[config.mk]
export PLATFORM = sky130hd
export DESIGN_NAME = edge_watchdog
export DESIGN_NICKNAME = d
export VERILOG_FILES = /design/src/rtl/ewd_pkg.sv /design/src/rtl/ewd_sync.sv /design/src/rtl/ewd_edge.sv /design/src/rtl/ewd_counter.sv /design/src/rtl/ewd_outstage.sv /design/src/rtl/edge_watchdog.sv
export SDC_FILE = /design/constraint.sdc
export NUM_CORES = 1
export LEC_CHECK = 0
export BUFFER_PORTS_ARGS = -buffer_cell sky130_fd_sc_hd__buf_2
export CAP_MARGIN = 40
export CORE_ASPECT_RATIO = 2
export CORE_UTILIZATION = 40
export CTS_BUF_LIST = sky130_fd_sc_hd__clkbuf_8 sky130_fd_sc_hd__clkbuf_16
export DETAILED_ROUTE_END_ITERATION = 8
export PLACE_DENSITY = 0.65
export SLEW_MARGIN = 20
export SYNTH_ARGS = -nofsm -noshare
export SYNTH_HDL_FRONTEND = slang
export SYNTH_SLANG_ARGS = --single-unit
[constraint.sdc]
create_clock -name clk -period 2.6 [get_ports clk]
set_input_delay 0.13 -clock clk [delete_from_list [all_inputs] [get_ports clk]]
set_output_delay 0.13 -clock clk [all_outputs]
set_load 0.005 [all_outputs]
[src/rtl/ewd_pkg.sv]
package ewd_pkg;

  // Width needed to hold values 0..limit
  function automatic int unsigned cnt_width(input int unsigned limit);
    int unsigned w;
    w = 1;
    while ((64'd1 << w) <= limit) w++;
    return w;
  endfunction

  typedef struct packed {
    logic hold;   // timer held cleared (reset asserted or input floating)
    logic clear;  // servicing transition seen
  } ewd_ctl_t;

endpackage

[src/rtl/ewd_sync.sv]
module ewd_sync #(
  parameter int unsigned STAGES = 2
) (
  input  logic clk,
  input  logic rst,
  input  logic d_i,
  output logic q_o
);
  logic [STAGES-1:0] chain_q;

  generate
    for (genvar i = 0; i < STAGES; i++) begin : g_stage
      if (i == 0) begin : g_first
        always_ff @(posedge clk) begin
          if (rst) chain_q[0] <= 1'b0;
          else     chain_q[0] <= d_i;
        end
      end else begin : g_next
        always_ff @(posedge clk) begin
          if (rst) chain_q[i] <= 1'b0;
          else     chain_q[i] <= chain_q[i-1];
        end
      end
    end
  endgenerate

  assign q_o = chain_q[STAGES-1];
endmodule

[src/rtl/ewd_edge.sv]
module ewd_edge (
  input  logic clk,
  input  logic rst,
  input  logic lvl_i,
  output logic chg_o
);
  logic prev_q;

  always_ff @(posedge clk) begin
    if (rst) prev_q <= 1'b0;
    else     prev_q <= lvl_i;
  end

  assign chg_o = lvl_i ^ prev_q;

  // a reported change means the level differs from the previous sample
  assert_change_is_real_R2: assert property (@(posedge clk) disable iff (rst)
    chg_o |=> (prev_q != $past(prev_q)));
endmodule

[src/rtl/ewd_counter.sv]
module ewd_counter
  import ewd_pkg::*;
#(
  parameter int unsigned TIMEOUT_TICKS = 16
) (
  input  logic     clk,
  input  logic     rst,
  input  ewd_ctl_t ctl_i,
  output logic     expired_o
);
  localparam int unsigned CW = cnt_width(TIMEOUT_TICKS);
  localparam logic [CW-1:0] LAST = CW'(TIMEOUT_TICKS - 1);

  logic [CW-1:0] cnt_q;
  logic          exp_q;

  always_ff @(posedge clk) begin
    if (rst || ctl_i.hold || ctl_i.clear) begin
      cnt_q <= '0;
      exp_q <= 1'b0;
    end else if (cnt_q == LAST) begin
      exp_q <= 1'b1;
    end else begin
      cnt_q <= cnt_q + 1'b1;
    end
  end

  assign expired_o = exp_q;

  // a hold leaves the counter empty and not expired on the next edge
  assert_hold_empties_R4: assert property (@(posedge clk) disable iff (rst)
    ctl_i.hold |=> (cnt_q == '0 && !exp_q));

  // a pending timeout persists unless cleared
  assert_timeout_latched_R3: assert property (@(posedge clk) disable iff (rst)
    (exp_q && !ctl_i.hold && !ctl_i.clear) |=> exp_q);

  // the count never passes its limit
  assert_no_overrun_R1: assert property (@(posedge clk) disable iff (rst)
    cnt_q <= LAST);

  // expiry only follows a count at the limit
  assert_expiry_at_limit_R1: assert property (@(posedge clk) disable iff (rst)
    $rose(exp_q) |-> ($past(cnt_q) == LAST));
endmodule

[src/rtl/ewd_outstage.sv]
module ewd_outstage (
  input  logic clk,
  input  logic rst,
  input  logic expired_i,
  input  logic supply_low_i,
  output logic wdog_n_o
);
  logic out_q;

  always_ff @(posedge clk) begin
    if (rst) out_q <= 1'b1;
    else     out_q <= ~(expired_i | supply_low_i);
  end

  assign wdog_n_o = out_q;

  // low supply drives the output low on the next edge
  assert_supply_forces_low_R6: assert property (@(posedge clk) disable iff (rst)
    supply_low_i |=> !out_q);

  // healthy supply with no timeout releases the output on the next edge
  assert_recovery_high_R7: assert property (@(posedge clk) disable iff (rst)
    (!supply_low_i && !expired_i) |=> out_q);
endmodule

[src/rtl/edge_watchdog.sv]
module edge_watchdog
  import ewd_pkg::*;
#(
  parameter int unsigned TIMEOUT_TICKS = 200_000_000,
  parameter int unsigned SYNC_STAGES   = 2
) (
  input  logic clk,
  input  logic rst,
  input  logic svc_in,
  input  logic svc_float,
  input  logic sys_rst_act,
  input  logic supply_low,
  output logic wdog_n
);
  logic     svc_s;
  logic     svc_chg;
  logic     expired;
  ewd_ctl_t ctl;

  ewd_sync #(.STAGES(SYNC_STAGES)) u_sync (
    .clk(clk), .rst(rst), .d_i(svc_in), .q_o(svc_s)
  );

  ewd_edge u_edge (
    .clk(clk), .rst(rst), .lvl_i(svc_s), .chg_o(svc_chg)
  );

  always_comb begin
    ctl.hold  = sys_rst_act | svc_float;
    ctl.clear = svc_chg;
  end

  ewd_counter #(.TIMEOUT_TICKS(TIMEOUT_TICKS)) u_cnt (
    .clk(clk), .rst(rst), .ctl_i(ctl), .expired_o(expired)
  );

  ewd_outstage u_out (
    .clk(clk), .rst(rst), .expired_i(expired),
    .supply_low_i(supply_low), .wdog_n_o(wdog_n)
  );

  // the output comes out of reset high
  assert_reset_high_R10: assert property (@(posedge clk)
    $past(rst) |-> wdog_n);
endmodule

==> results.yml, run 1 <==
synth:
  ys_ff_latch: 33
  synth_edf_count: 0
  ys_types: 34
  ys.flop_type: "dfxtp_1"
  synth_area_per_cell_um2: 9.047
  synth_area_um2: 1493
  yosys_warnings: 0
  syn_nets: 172
  ys_async_sr_fraction: 0
  synth_top_area_cell: "dfxtp_1"
  synth-seq-area-share: 0.4426
  synth.top_cell.area_share: 0.4426
  synth_common_cells: "dfxtp_1, nor2_1, xnor2_1"
  yosys-top-cells-area: "dfxtp_1, xnor2_1, nor2_1"
  synth.most_common_cell: "dfxtp_1"
  synth_cells: 165
setup_path:
  r2r_end: "u_cnt.cnt_q[7]$_SDFFE_PP0P_"
  worstRegToRegCells: 6
  crit_chain: "ha_1, and4_1, and4_1, and3_4, or3_2, a21oi_1"
  crit_top_cell: "and4_1"
  r2r_start: "u_cnt.cnt_q[0]$_SDFFE_PP0P_"
  crit_path_start: "u_cnt.cnt_q[0]$_SDFFE_PP0P_"
  max_stage_delay_ps: 450
  cp-end-kind: "flip-flop"
  crit_slowest_cell: "or3_2"
  crit_end: "u_cnt.cnt_q[7]$_SDFFE_PP0P_"
  reg2reg_slack_ps: 570
  crit_required_ps: 2810
  cp_max_fo: 12
  path_class: "flip-flop to flip-flop"
  cp-start-kind: "flip-flop"
  critPathArrivalTime_ps: 2240
die:
  die_h_um: 88.39
  die-area_um2: 3995
  core_area_um2: 3607
  initial_utilization: 0.4138
  io_pins: 7
  die_x_um: 45.20
  rows: 31
place:
  post-place-cells: 213
  placed_area_um2: 1543
  dp_hpwl_um: 2358
  port_buffers: 6
  place_congestion: 0.7872
  place_ws_ps: 588.6
flow_run:
  cap_violations: 0
routing:
  drt_iter0_drc: 34
  ant_nets: 0
  vias: 1191
  drt_pass1_iterations: 4
  wl_um: 3209
  wire_per_inst_um: 14.52
  vias_per_cell: 5.389
  drc: 0
sta:
  tightestPinTransition_ps: 530.5
  final.setup.worst_slack_ps: 568.6
  hold_viol: 0
  report.final.slew_viol_count: 0
  fin_crit_sh: 0.7813
  hold_ws_ps: 28.80
  slew_headroom: 0.6463
  max_freq_ghz: 0.4923
  setup_viol: 0
  rsz0062_at_grt: "no"
  finalSetupTns_ps: 0
  fin_worst_skew_ps: 6.505
  period_minus_slack_ps: 2031
clocking:
  post_cts_buffers: 0
  clk-insertion-delay-late_ps: 290
  cts.sinks: 33
  cts_tree: "done"
  clk_pin_slew_worst_paths_ps: 70
  ctsResizeCount: 0
  hold_buffers: 0
  cts_root_buf: "clkbuf_8"
  clock_path_buffers: 2
  tritoncts.num_buffers: 5
  htreeDepth: 2
global_routing:
  gr-total-overflow: 0
  grt_usage: 0.1930
  grt_max_degree: 28
  grt_pass1_wl_um: 5540
  antenna_found_initial: 0
  grt_pass1_vias: 1287
finish:
  diodes: 0
  fill_cells: 337
  syn2layout_area_growth_pct: 10.14
  final_cells: 221
  layout.nets: 178
  drive_gt1_frac: 0.1395
  design_area_um2: 1644
  seq_area_um2: 660.6
  multi_input_area_um2: 773.2
power:
  power_density_nw_per_um2: 579.2
  p_leak_nw: 0.4761
  ir_worst_vdd_mv: 0.4248
worst_hold_path:
  hold_class: "primary input to flip-flop"
outcome:
  status: "complete, no violations"
worst min path at each step:
stage	start	to	cells past startpoint
6_report	supply_low	u_out.wdog_n_o$_SDFF_PP1_	2
5_1_grt	supply_low	u_out.wdog_n_o$_SDFF_PP1_	2
4_1_cts	supply_low	u_out.wdog_n_o$_SDFF_PP1_	2
3_5_place_dp	supply_low	u_out.wdog_n_o$_SDFF_PP1_	2
3_3_place_gp	supply_low	u_out.wdog_n_o$_SDFF_PP1_	2
2_1_floorplan	rst	u_edge.prev_q$_SDFF_PP0_	1
sequential cells by signal, indices dropped and copies added (netlist names):
| register | flops |
|---|---|
| u_out.wdog_n_o | 1 |
| u_sync.q_o | 1 |
| u_cnt.cnt_q | 28 |
| u_edge.prev_q | 1 |
| u_sync.chain_q | 1 |
| u_cnt.expired_o | 1 |
cell type report:
| class | instances | share of cell area |
|---|---|---|
| tap | 49 | 0.03729 |
| timing repair buffer | 6 | 0.01826 |
| multi-input combinational | 121 | 0.4703 |
| clock inverter | 1 | 0.003044 |
| inverter | 4 | 0.01065 |
| sequential | 33 | 0.4018 |
| clock buffer | 7 | 0.05860 |
per-layer routing:
layer	share of wire	global-route usage
met5	0	0
met1	0.36	0.1698
met3	0.033	0.04898
met2	0.58	0.3650
met4	0.031	0.1157
worst max-delay path, delay by kind of cell, from the launching register on:
kind | cells | cell delay [ps]
adders and majority gates | 1 | 240
and+or+nand+nor | 4 | 1210
AOI/OAI and AO/OA | 1 | 160
DFF | 1 | 340
layout by cell type, fill, tap and decap left out, drive strengths merged, types with 2 or more instances in the layout:
cell and n:
inv 4, nand4 6, or3 9, xnor2 15, nand2 7, clkbuf 7
and4 7, xor2 2, nor2b 3, a31oi 2, buf 6, nor3 7
nor4 7, nand3 9, a21oi 9, dfxtp 33, nor2 19, o21ai 9
per-stage QoR:
| step | util | power [mW] |
|---|---|---|
| after floorplan | - | 0.5321 |
| after global placement | 0.4277 | 0.5378 |
| after detailed placement | 0.4277 | 0.5392 |
| after CTS | 0.4558 | 0.9601 |
| after global routing | 0.4558 | 0.9832 |
| final | 0.4558 | 0.9522 |
kinds of logic after synthesis:
family	Yosys count	synth area share
xor+xnor	17	0.09975
fa+ha+maj	1	0.008381
simple gates	79	0.3160
flops	33	0.4426
mux	1	0.006706
buf+inv	11	0.03939
compound gates	23	0.08717
power breakdown:
part | total [mW] | internal [mW] | switching [mW]
Combinational | 0.0168 | 0.00672 | 0.0101
Clock | 0.425 | 0.239 | 0.186
Sequential | 0.511 | 0.509 | 0.00176
No activity file was read; power rests on OpenSTA's default activity.
==> run 2: changes to the inputs <==
ABC_AREA = 1   (was not set)
PLACE_DENSITY = 0.67   (was 0.65)
clock period = 1.6 ns   (was 2.6 ns; I/O delays follow)
==> results.yml, run 2 <==
outcome:
  status: "complete, no violations"
flow_run:
  cap_violations: 0
die:
  die_h_um: 96.68
  core_area_um2: 4339
  die_x_um: 49.34
  initial_utilization: 0.4132
  die-area_um2: 4770
  rows: 34
  io_pins: 7
synth:
  synth_common_cells: "nand2_1, nor2_1, inv_1"
  synth_top_area_cell: "dfxtp_1"
  ys_ff_latch: 33
  synth-seq-area-share: 0.3685
  yosys-top-cells-area: "dfxtp_1, nand2_1, nor2_1"
  synth_cells: 289
  synth_area_um2: 1793
  ys.flop_type: "dfxtp_1"
  synth.most_common_cell: "nand2_1"
  ys_types: 21
  yosys_warnings: 0
  ys_async_sr_fraction: 0
  synth_edf_count: 0
  synth.top_cell.area_share: 0.3685
  synth_area_per_cell_um2: 6.204
  syn_nets: 296
global_routing:
  grt_pass1_vias: 1671
  gr-total-overflow: 0
  grt_pass1_wl_um: 6920
  use_met1: 0.1676
  grt_max_degree: 20
  grt_busiest_layer: "met2"
  grt_usage: 0.1948
  globalRouteMet3Util: 0.02830
  antenna_found_initial: 0
  use_met2: 0.3593
power:
  power_density_nw_per_um2: 726.9
  ir_worst_vdd_mv: 0.4797
  p_leak_nw: 0.7048
  finalPower_mw: 1.508
finish:
  drive_gt1_frac: 0.1026
  layout.nets: 319
  largest-register: "u_cnt.cnt_q"
  largest_reg_flops: 28
  syn2layout_area_growth_pct: 15.70
  diodes: 0
  mostFrequentLayoutCells: "nand2_1, nor2_1, inv_1"
  design_area_um2: 2074
  final_common_cell: "nand2_1"
setup_path:
  crit_required_ps: 1780
  cp_max_fo: 8
  path_class: "flip-flop to flip-flop"
  cp-start-kind: "flip-flop"
  cp-end-kind: "flip-flop"
  critPathArrivalTime_ps: 1620
  reg2reg_slack_ps: 160
clocking:
  clock_path_buffers: 2
  clk_pin_slew_worst_paths_ps: 70
  htreeDepth: 2
  cts_root_buf: "clkbuf_8"
  cts_tree: "done"
  tritoncts.num_buffers: 5
  clk-insertion-delay-late_ps: 290
  cts.sinks: 33
routing:
  drt_iter0_drc: 25
  vias: 1786
  vias_per_cell: 4.880
  drc: 0
  wire_per_inst_um: 11.66
  drt_pass1_iterations: 6
  wl_um: 4268
  ant_nets: 0
sta:
  max_freq_ghz: 0.6948
  fin_worst_skew_ps: 4.804
  slew_headroom: 0.7973
  period_minus_slack_ps: 1439
  report.final.slew_viol_count: 0
  setup_viol: 0
  tightestPinTransition_ps: 303.0
  fin_crit_sh: 0.8995
  final.setup.worst_slack_ps: 160.8
  hold_ws_ps: 270.1
  rsz0062_at_grt: "no"
  finalSetupTns_ps: 0
  hold_viol: 0
worst_hold_path:
  hold_class: "primary input to flip-flop"
place:
  dp_hpwl_um: 3164
  placed_area_um2: 1924
  place_ws_ps: 98.35
  place_congestion: 0.8829
  port_buffers: 6
[run 2: stage by stage]
step,util,cells
after global placement,0.4435,353
after global routing,0.4781,366
after floorplan,-,289
after CTS,0.4703,363
final,0.4781,366
after detailed placement,0.4435,353
[run 2: per-layer routing]
layer	part of all wire	routed length, um	up-vias
li1	-	-	938
met1	0.37	1564	791
met5	0	0	-
met3	0.021	91	23
met2	0.54	2315	34
met4	0.070	297	0
[run 2: report_power, final]
group | internal [mW] | switching (mW) | leakage [nW] | total, mW
logic | 0.0206 | 0.0235 | 0.390 | 0.0441
registers | 0.827 | 0.00242 | 0.267 | 0.829
clock network | 0.335 | 0.300 | 0.0485 | 0.635
[run 2: logic make-up (layout without fill, tap and decap cells)]
kind of cell,count (synthesis),count (layout),synth area share
AO/OA/AOI/OAI,29,29,0.08374
AND/OR/NAND/NOR,177,178,0.4201
buffers and inverters,44,66,0.09630
flip-flops,33,33,0.3685
XOR/XNOR,5,5,0.02443
adder cells (fa/ha/maj),1,1,0.006977
[run 2: layout make-up]
cell class	instances	area, um2
clock buffers	6	82.58
flip-flops and latches	33	660.6
multi-input cells	213	978.4
inverters	41	153.9
clock inverters	1	3.754
fillers	486	2265
well taps	54	67.56
repair buffers	18	127.6
[run 2: final timing paths]
kind                                start  cells past startpoint                     endpoint
max           u_cnt.cnt_q[5]$_SDFFE_PP0P_                      7  u_cnt.cnt_q[9]$_SDFFE_PP0P_
min                           sys_rst_act                      5  u_cnt.cnt_q[8]$_SDFFE_PP0P_
max reg2reg   u_cnt.cnt_q[5]$_SDFFE_PP0P_                      7  u_cnt.cnt_q[9]$_SDFFE_PP0P_
min reg2reg  u_sync.chain_q[0]$_SDFF_PP0_                      2        u_sync.q_o$_SDFF_PP0_
[run 2: timing repair]
item,4_1_cts,5_1_grt
hold buffers,3,0
gates resized for setup,0,2
endpoints found under the hold margin,4,0
setup endpoints to repair,0,11
setup buffers,0,2
[run 2: worst max-delay path: stages (launching register included)]
cell and delay, ps:
dfxtp_1 380, nand2_1 110, nor2_2 270, nand2_2 130, nor2_1 150, nand2_2 140
nand2_1 110, nor2_1 40
